==> src/rtl/pci_bar_decode.sv <==
module pci_bar_decode #(
  parameter int KIND      = 1,
  parameter bit PREFETCH  = 1'b0,
  parameter int SIZE_LOG2 = 12
) (
  input  logic        clk,
  input  logic        rst_n,
  input  logic        cfg_wr,
  input  logic        cfg_sel_hi,
  input  logic [3:0]  cfg_be,
  input  logic [31:0] cfg_wdata,
  output logic [31:0] cfg_rdata,
  input  logic        cmd_wr,
  input  logic        cmd_be,
  input  logic [7:0]  cmd_wdata,
  output logic [7:0]  cmd_rdata,
  input  logic [63:0] bus_addr,
  input  logic        bus_is_io,
  output logic        hit
);

  localparam bit          IS_IO   = (KIND == 0);
  localparam bit          IS_64   = (KIND == 2);
  localparam logic [63:0] AMASK   = ~((64'd1 << SIZE_LOG2) - 64'd1);
  localparam logic [31:0] HW_LOW  = IS_IO ? 32'h3 : 32'hF;
  localparam logic [31:0] LO_MASK = AMASK[31:0] & ~HW_LOW;
  localparam logic [31:0] HI_MASK = IS_64 ? AMASK[63:32] : 32'h0;
  localparam logic [31:0] TYPE_BITS =
    IS_IO ? 32'h1 : {28'd0, PREFETCH, IS_64, 2'b00};

  logic [31:0] base_lo, base_hi;
  logic        io_en, mem_en;
  logic [31:0] lane_bits;

  assign lane_bits = {{8{cfg_be[3]}}, {8{cfg_be[2]}}, {8{cfg_be[1]}}, {8{cfg_be[0]}}};

  always_ff @(posedge clk) begin
    if (!rst_n) begin
      base_lo <= '0;
      base_hi <= '0;
      io_en   <= 1'b0;
      mem_en  <= 1'b0;
    end else begin
      if (cfg_wr && !cfg_sel_hi)
        base_lo <= (base_lo & ~(lane_bits & LO_MASK)) | (cfg_wdata & lane_bits & LO_MASK);
      if (cfg_wr && cfg_sel_hi)
        base_hi <= (base_hi & ~(lane_bits & HI_MASK)) | (cfg_wdata & lane_bits & HI_MASK);
      if (cmd_wr && cmd_be) begin
        io_en  <= cmd_wdata[0];
        mem_en <= cmd_wdata[1];
      end
    end
  end

  wire unused_cmd = ^cmd_wdata[7:2];

  assign cfg_rdata = cfg_sel_hi ? base_hi : (base_lo | TYPE_BITS);
  assign cmd_rdata = {6'd0, mem_en, io_en};

  logic space_en, kind_ok, addr_ok;
  assign space_en = IS_IO ? io_en : mem_en;
  assign kind_ok  = (bus_is_io == IS_IO);
  assign addr_ok  = ((bus_addr & AMASK) == {base_hi, base_lo});
  assign hit      = space_en && kind_ok && addr_ok;

endmodule

==> config.mk <==
export PLATFORM = sky130hd
export DESIGN_NAME = pci_bar_decode
export DESIGN_NICKNAME = d
export VERILOG_FILES = /design/src/rtl/pci_bar_decode.sv
export SDC_FILE = /design/constraint.sdc
export NUM_CORES = 1
export LEC_CHECK = 0
export ABC_CLOCK_PERIOD_IN_PS = 1900
export BUFFER_PORTS_ARGS = -buffer_cell sky130_fd_sc_hd__buf_4
export CORE_ASPECT_RATIO = 1.25
export CORE_UTILIZATION = 31
export CTS_CLUSTER_DIAMETER = 40
export DETAILED_ROUTE_END_ITERATION = 8
export HOLD_SLACK_MARGIN = 0.15
export PLACE_DENSITY_LB_ADDON = 0.2
export SKIP_CTS_REPAIR_TIMING = 1
export SLEW_MARGIN = 20
export SYNTH_ARGS = -nofsm -noshare
export SYNTH_HDL_FRONTEND = slang
export SYNTH_SLANG_ARGS = --single-unit
export TNS_END_PERCENT = 1
==> constraint.sdc <==
create_clock -name clk -period 1.9 [get_ports clk]
set_input_delay 0.38 -clock clk [delete_from_list [all_inputs] [get_ports clk]]
set_output_delay 0.38 -clock clk [all_outputs]
set_load 0.02 [all_outputs]
==> flow_summary.toml, run 1 <==
[outcome]
status = "finished, violations left"
violations = "setup timing"

[drt]
drc = 0
dr.pass1.iters = 4
wirelength_mm = 4.18
drt_iter0_drc = 31
wire_per_inst_um = 12.2
routed_via_density = 4.49
drtAntennaViolNets = 0
via_count = 1536

[timing]
slew_violations = 0
rsz0062_at_grt = "yes"
setup_viol = 1
whs_ps = 378
clock_skew_ps = 0
hold_viol = 0
setup_ws_ps = -216
max_freq_mhz = 473
min_period_ps = 2120
final.period_utilization_pct = 111

[synthesis]
seq_area_frac_synth_pct = 30.3
synth_top_cell_by_area = "dfxtp_1"
synth_compound_area_share_pct = 11.4
synth-xor-area-share_pct = 12.1
syn_area_per_cell_um2 = 8.03
syn_area_um2 = 1450
synth.area.mux_share_pct = 0
synthAdderAreaFrac_pct = 0
synthTopCellsByArea = "dfxtp_1, a21boi_0, buf_4"
synth_top_family_by_area = "simple AND/OR/NAND/NOR gates"
synthSimpleGateAreaFrac_pct = 33.6
synthCells = 181
yosys_warnings = 0
synth_top_area_share_pct = 30.3
synth_cell_type_count = 16
ys_ff_latch = 22

[final_layout]
area_delta_synth_final_pct = 61.4
final_common_cell = "buf_4"
post-route-util_pct = 52.6
drive_gt1_share_pct = 44.7
final_cell_mix = "buf_4, nand2_1, nand3_1, a21boi_0"
fill_cells = 448
antenna_cells_inserted = 0
num-nets-final = 401

[job]
drv_cap = 0

[grt]
overflow = 0
grt_usage_pct = 15.7
grt_max_degree = 23
grt_pass1_wl_mm = 6.08
antenna_found_initial = 0
grt_pass1_vias = 1377

[setup_path]
crit_path_end_kind = "output pin"
cp_max_fo = 2
crit_type = "flop to output pin"
required_ps = 1520
worst_path_largest_cell_delay_ps = 540
worstPathCellList = "xnor2_2, nand4_1, or4_4, nor4_4, buf_4"
cpMaxStageDelayCell = "or4_4"
cp_data_arrival_time_ps = 1740
start_kind = "flop"

[cts]
cts.htree.levels = 1
cts_buffers = 3
insertion_delay_ps = 260
cts_tree = "yes"
clk_pin_slew_ps = 80
clk_path_buf_depth = 2
clockRootBuffer = "clkbuf_8"
clock_sinks = 22

[placed_design]
dp_hpwl_mm = 3.34
port_buffers = 106
gp_congestion = 0.683

[power]
leakagePower_uw = 0.00103
power.density_nw_per_um2 = 468
ir_worst_vdd_mv = 0.201

[die]
die-area_um2 = 4970
die_h_um = 78.5
initial_core_util_pct = 32.6
io_pins = 156
row_count = 27
die-width_um = 63.2
core-area_um2 = 4460

[hold_path]
hold_path_class = "primary input to flop"
hold_path.startpoint = "cfg_wdata[22]"
==> kinds of logic after synthesis <==
group | after synthesis
AOI/OAI and AO/OA | 22
other | 1
xor gates and xnor gates | 20
and+or+nand+nor | 88
DFF | 22
buffers and inverters | 28
==> area by class of cell <==
| type | count | area (µm²) | share of cell area [%] |
|---|---|---|---|
| repair buffers | 111 | 833 | 35.5 |
| well taps | 58 | 72.6 | 3.09 |
| clock buffers | 3 | 41.3 | 1.76 |
| flip-flops and latches | 22 | 443 | 18.9 |
| multi-input cells | 148 | 955 | 40.7 |
==> metrics by stage <==
step / power, µW / TNS [ps] / area [µm²] / std cells / setup WS (ps)
after floorplan: 662 / -3.72 / 1540 / 198 / -3.72
after global placement: 813 / -215 / 2270 / 339 / -215
after detailed placement: 816 / -230 / 2270 / 339 / -230
after CTS: 1100 / -290 / 2310 / 342 / -290
after global routing: 1160 / -308 / 2340 / 342 / -308
final: 1100 / -216 / 2340 / 342 / -216
==> final timing paths <==
path	end	slack, ps	depth (start not counted)
max	hit	-220	5
min	flop	380	3
max reg2reg	flop	1150	3
min reg2reg	io_en	480	2
==> critical path: cells and delay by family (launching register included) <==
kind | cells | cell delay [ps]
buffers and inverters | 1 | 180
xor gates and xnor gates | 1 | 130
and+or+nand+nor | 3 | 800
DFF | 1 | 380
==> power by group <==
group | internal (µW) | switching (µW) | leakage (µW)
Sequential | 477 | 12.7 | 0.000180
Clock | 141 | 147 | 0.0000216
Combinational | 175 | 144 | 0.000828
==> routing by layer <==
metal	up-vias	GRT usage, %	share of wire (%)
met2	81	30.2	51
met4	0	4.09	0.79
li1	785	-	-
met3	4	4.51	10
met5	-	0	0
met1	666	16.4	38
==> synthesized netlist by cell type (all sizes together) <==
master and number:
xor2 4, nor2b 21, buf 20, dfxtp 22, nor2 1, nor4 9
or4 1, nor4b 1, xnor2 16, nand2 27, nand4 6, clkbuf 8
a21boi 22, nand3 22, conb 1
No activity file was read; power rests on OpenSTA's default activity.
==> run 2, diff against run 1 <==
- CORE_UTILIZATION: 31 -> 32
- CTS_BUF_LIST: unset -> sky130_fd_sc_hd__clkbuf_4
==> flow_summary.toml, run 2 (same netlist as run 1, synthesis figures left out) <==
[outcome]
status = "finished, violations left"
violations = "setup timing"

[drt]
dr.pass1.iters = 6
routed_via_density = 4.53
wire_per_inst_um = 12.2
drtAntennaViolNets = 0
wirelength_mm = 4.22
via_count = 1562
drc = 0
drt_iter0_drc = 16

[grt]
grt_pass1_wl_mm = 6.51
grt_max_degree = 23
grt_usage_pct = 17.0
antenna_found_initial = 0
grt_pass1_vias = 1480
overflow = 0

[timing]
max_freq_mhz = 454
min_period_ps = 2200
hold_viol = 0
final.period_utilization_pct = 116
setup_viol = 1
clock_skew_ps = 0
slew_violations = 0
tns_ps = -304
rsz0062_at_grt = "yes"
setup_ws_ps = -304

[cts]
cts_tree = "yes"
clk_pin_slew_ps = 130
clock_sinks = 22
clockRootBuffer = "clkbuf_4"
clk_path_buf_depth = 2
insertion_delay_ps = 300
cts.htree.levels = 1
cts_buffers = 3

[final_layout]
fin_area_um2 = 2330
fill_cells = 460
num-nets-final = 403
regArea_um2 = 442
antenna_cells_inserted = 0
area_delta_synth_final_pct = 60.7
final_common_cell = "buf_4"
multiInputGateArea_um2 = 946
final_cell_mix = "buf_4, nand2_1, nand3_1, a21boi_0"
drive_gt1_share_pct = 43.9

[die]
core-area_um2 = 4390
initial_core_util_pct = 33.1
io_pins = 156
row_count = 27
die-area_um2 = 4810
die_h_um = 77.3
die-width_um = 62.3

[power]
switchingPower_uw = 301
leakagePower_uw = 0.00103
p_int_uw = 729
sw_frac_of_total_pct = 29.2
p_clk_share_pct = 21.4
power_frac_comb_pct = 31.0
seq_power_share_pct = 47.6
power.density_nw_per_um2 = 441
ir_worst_vdd_mv = 0.328

[hold_path]
hold_path_class = "primary input to flop"
hold_path_depth = 3

[setup_path]
reg2reg_depth = 3
cp_max_fo = 2
crit_type = "flop to output pin"
required_ps = 1520
crit_path_end = "hit"
reg2reg_slack_ps = 1120
start_kind = "flop"
cp_data_arrival_time_ps = 1820
crit_path_end_kind = "output pin"

[placed_design]
dp_slack_ps = -234
port_buffers = 106
dp_hpwl_mm = 3.31
gp_congestion = 0.716
place_area_um2 = 2280

[job]
drv_cap = 0
## run 2: worst min path at each step
stage                             start     to  slack, ps
after CTS                 cfg_wdata[16]   flop        310
after global placement            io_en  io_en        460
after floorplan                   io_en  io_en        440
final                     cfg_wdata[16]   flop        320
after global routing      cfg_wdata[30]   flop        310
after detailed placement          io_en  io_en        460
## run 2: final cells by class
type                       count  area share, %
clock buffer                   3          0.965
clock inverter                 1          0.161
multi-input combinational    148           40.5
sequential                    22           18.9
tap                           58           3.11
timing repair buffer         113           36.3
## run 2: metrics by stage
stage | utilization (%) | hold slack, ps | power, µW | cells
3_3_place_gp | 52.0 | 459 | 812 | 341
5_1_grt | 53.2 | 305 | 1090 | 345
2_1_floorplan | - | 444 | 662 | 198
6_report | 53.2 | 317 | 1030 | 345
4_1_cts | 52.6 | 311 | 1040 | 345
3_5_place_dp | 52.0 | 463 | 816 | 341
## run 2: worst max-delay path: stages, from the launching register on
cell     delay (ps)
dfxtp_1         350
xor2_1          170
nor4_2          340
nand4_1         190
nor4_4          280
buf_4           180
## run 2: per-layer routing
| metal | wire length [µm] | GRT usage [%] |
|---|---|---|
| met3 | 420 | 6.18 |
| met1 | 1520 | 16.8 |
| met4 | 24 | 4.88 |
| met5 | 0 | 0 |
| met2 | 2260 | 32.7 |
## run 2: power groups by stage
stage / sequential, µW / combinational, µW / clock [µW]
floorplan: 497 / 164 / 0
global placement: 500 / 312 / 0
detailed placement: 500 / 316 / 0
CTS: 490 / 317 / 234
global route: 493 / 345 / 255
finish: 490 / 319 / 221
==> run 3, diff against run 2 <==
- PLACE_DENSITY: unset -> 0.82
- PLACE_DENSITY_LB_ADDON: 0.2 -> unset
==> flow_summary.toml, run 3 (same netlist as run 1, synthesis figures left out) <==
[outcome]
status = "finished, violations left"
violations = "setup timing"

[final_layout]
area_delta_synth_final_pct = 61.3
fill_cells = 415
final_cells = 344
post-route-util_pct = 53.4
antenna_cells_inserted = 0
final_cell_mix = "buf_4, nand2_1, nand3_1, a21boi_0, nor2b_1"
drive_gt1_share_pct = 45.8
final_common_cell = "buf_4"
num-nets-final = 403

[die]
row_count = 27
initial_core_util_pct = 33.1
die_h_um = 77.3
die-width_um = 62.3
die-area_um2 = 4810
core-area_um2 = 4390
io_pins = 156

[grt]
antenna_found_initial = 0
grt_pass1_vias = 1522
grt_pass1_wl_mm = 6.84
grt_usage_pct = 18.0
overflow = 0
grt_max_degree = 23

[setup_path]
worstPathCellList = "xnor2_1, nand4_1, or4_4, nor4_4, buf_4"
crit_type = "flop to output pin"
cp_data_arrival_time_ps = 1780
required_ps = 1520
worst_path_largest_cell_delay_ps = 540
start_kind = "flop"
cpMaxStageDelayCell = "or4_4"
cp_max_fo = 3
crit_path_end_kind = "output pin"

[power]
leakagePower_uw = 0.00103
power.density_nw_per_um2 = 438
ir_worst_vdd_mv = 0.235

[cts]
insertion_delay_ps = 300
clk_path_buf_depth = 2
clk_pin_slew_ps = 120
clockRootBuffer = "clkbuf_4"
cts_tree = "yes"
cts.htree.levels = 1
clock_sinks = 22
cts_buffers = 3

[timing]
slew_violations = 0
setup_ws_ps = -261
max_freq_mhz = 463
clock_skew_ps = 0
min_period_ps = 2160
setup_viol = 1
rsz0062_at_grt = "yes"
hold_viol = 0
final.period_utilization_pct = 114

[drt]
routed_via_density = 4.63
wl_met1_mm = 1.52
drt_iter0_drc = 18
via_count = 1593
highest_layer = "met4"
wire_per_inst_um = 12.7
dr.pass1.iters = 4
route.met3.wl_um = 390
drtAntennaViolNets = 0
drc = 0
wirelength_mm = 4.37
wl_met2_mm = 2.42

[hold_path]
hold_path_class = "primary input to flop"

[placed_design]
dp_hpwl_mm = 3.49
placed_cells = 341
port_buffers = 106
gp_congestion = 0.835

[job]
drv_cap = 0
[run 3: cell count changes in the layout (fill, tap and decap cells not counted)]
cell      change
clkinv_1      -1
dfxtp_1       -3
dfxtp_2       +3
nor2b_1       -1
nor2b_2       +1
nor4_1        -1
nor4_2        +1
[run 3: metrics by stage]
step	setup TNS [ps]	hold slack (ps)	area [µm²]	power [µW]	worst slack [ps]
floorplan	-3.72	444	1540	662	-3.72
global route	-361	295	2340	1090	-361
finish	-261	323	2340	1030	-261
CTS	-354	313	2310	1040	-354
global placement	-227	456	2290	815	-227
detailed placement	-265	462	2290	820	-265
[run 3: cell type report]
type / count / area, µm² / share of cell area, %
Timing Repair Buffer: 113 / 848 / 36.2
Multi-Input combinational cell: 148 / 955 / 40.7
Sequential cell: 22 / 445 / 19.0
Clock buffer: 3 / 22.5 / 0.961
Tap cell: 58 / 72.6 / 3.10
[run 3: power by group]
group	switching (µW)	internal (µW)	total, µW
sequential	12.2	478	490
combinational	147	177	323
clock	139	73.9	213
[run 3: worst paths after layout]
| path | from | endpoint | slack (ps) | depth (start not counted) |
|---|---|---|---|---|
| max | flop | hit | -260 | 5 |
| max reg2reg | flop | flop | 1140 | 3 |
| min | cfg_wdata[29] | flop | 320 | 3 |
| min reg2reg | io_en | io_en | 480 | 2 |
[run 3: critical path, delay by kind of cell (launching register included)]
family / cells / cell delay (ps)
xor gates and xnor gates: 1 / 160
and+or+nand+nor: 3 / 790
DFF: 1 / 350
buffers and inverters: 1 / 180
[run 3: per-layer routing]
| metal | GRT usage, % | up-vias |
|---|---|---|
| li1 | - | 788 |
| met1 | 17.5 | 718 |
| met2 | 36.0 | 83 |
| met3 | 5.15 | 4 |
| met4 | 5.35 | 0 |
| met5 | 0 | - |
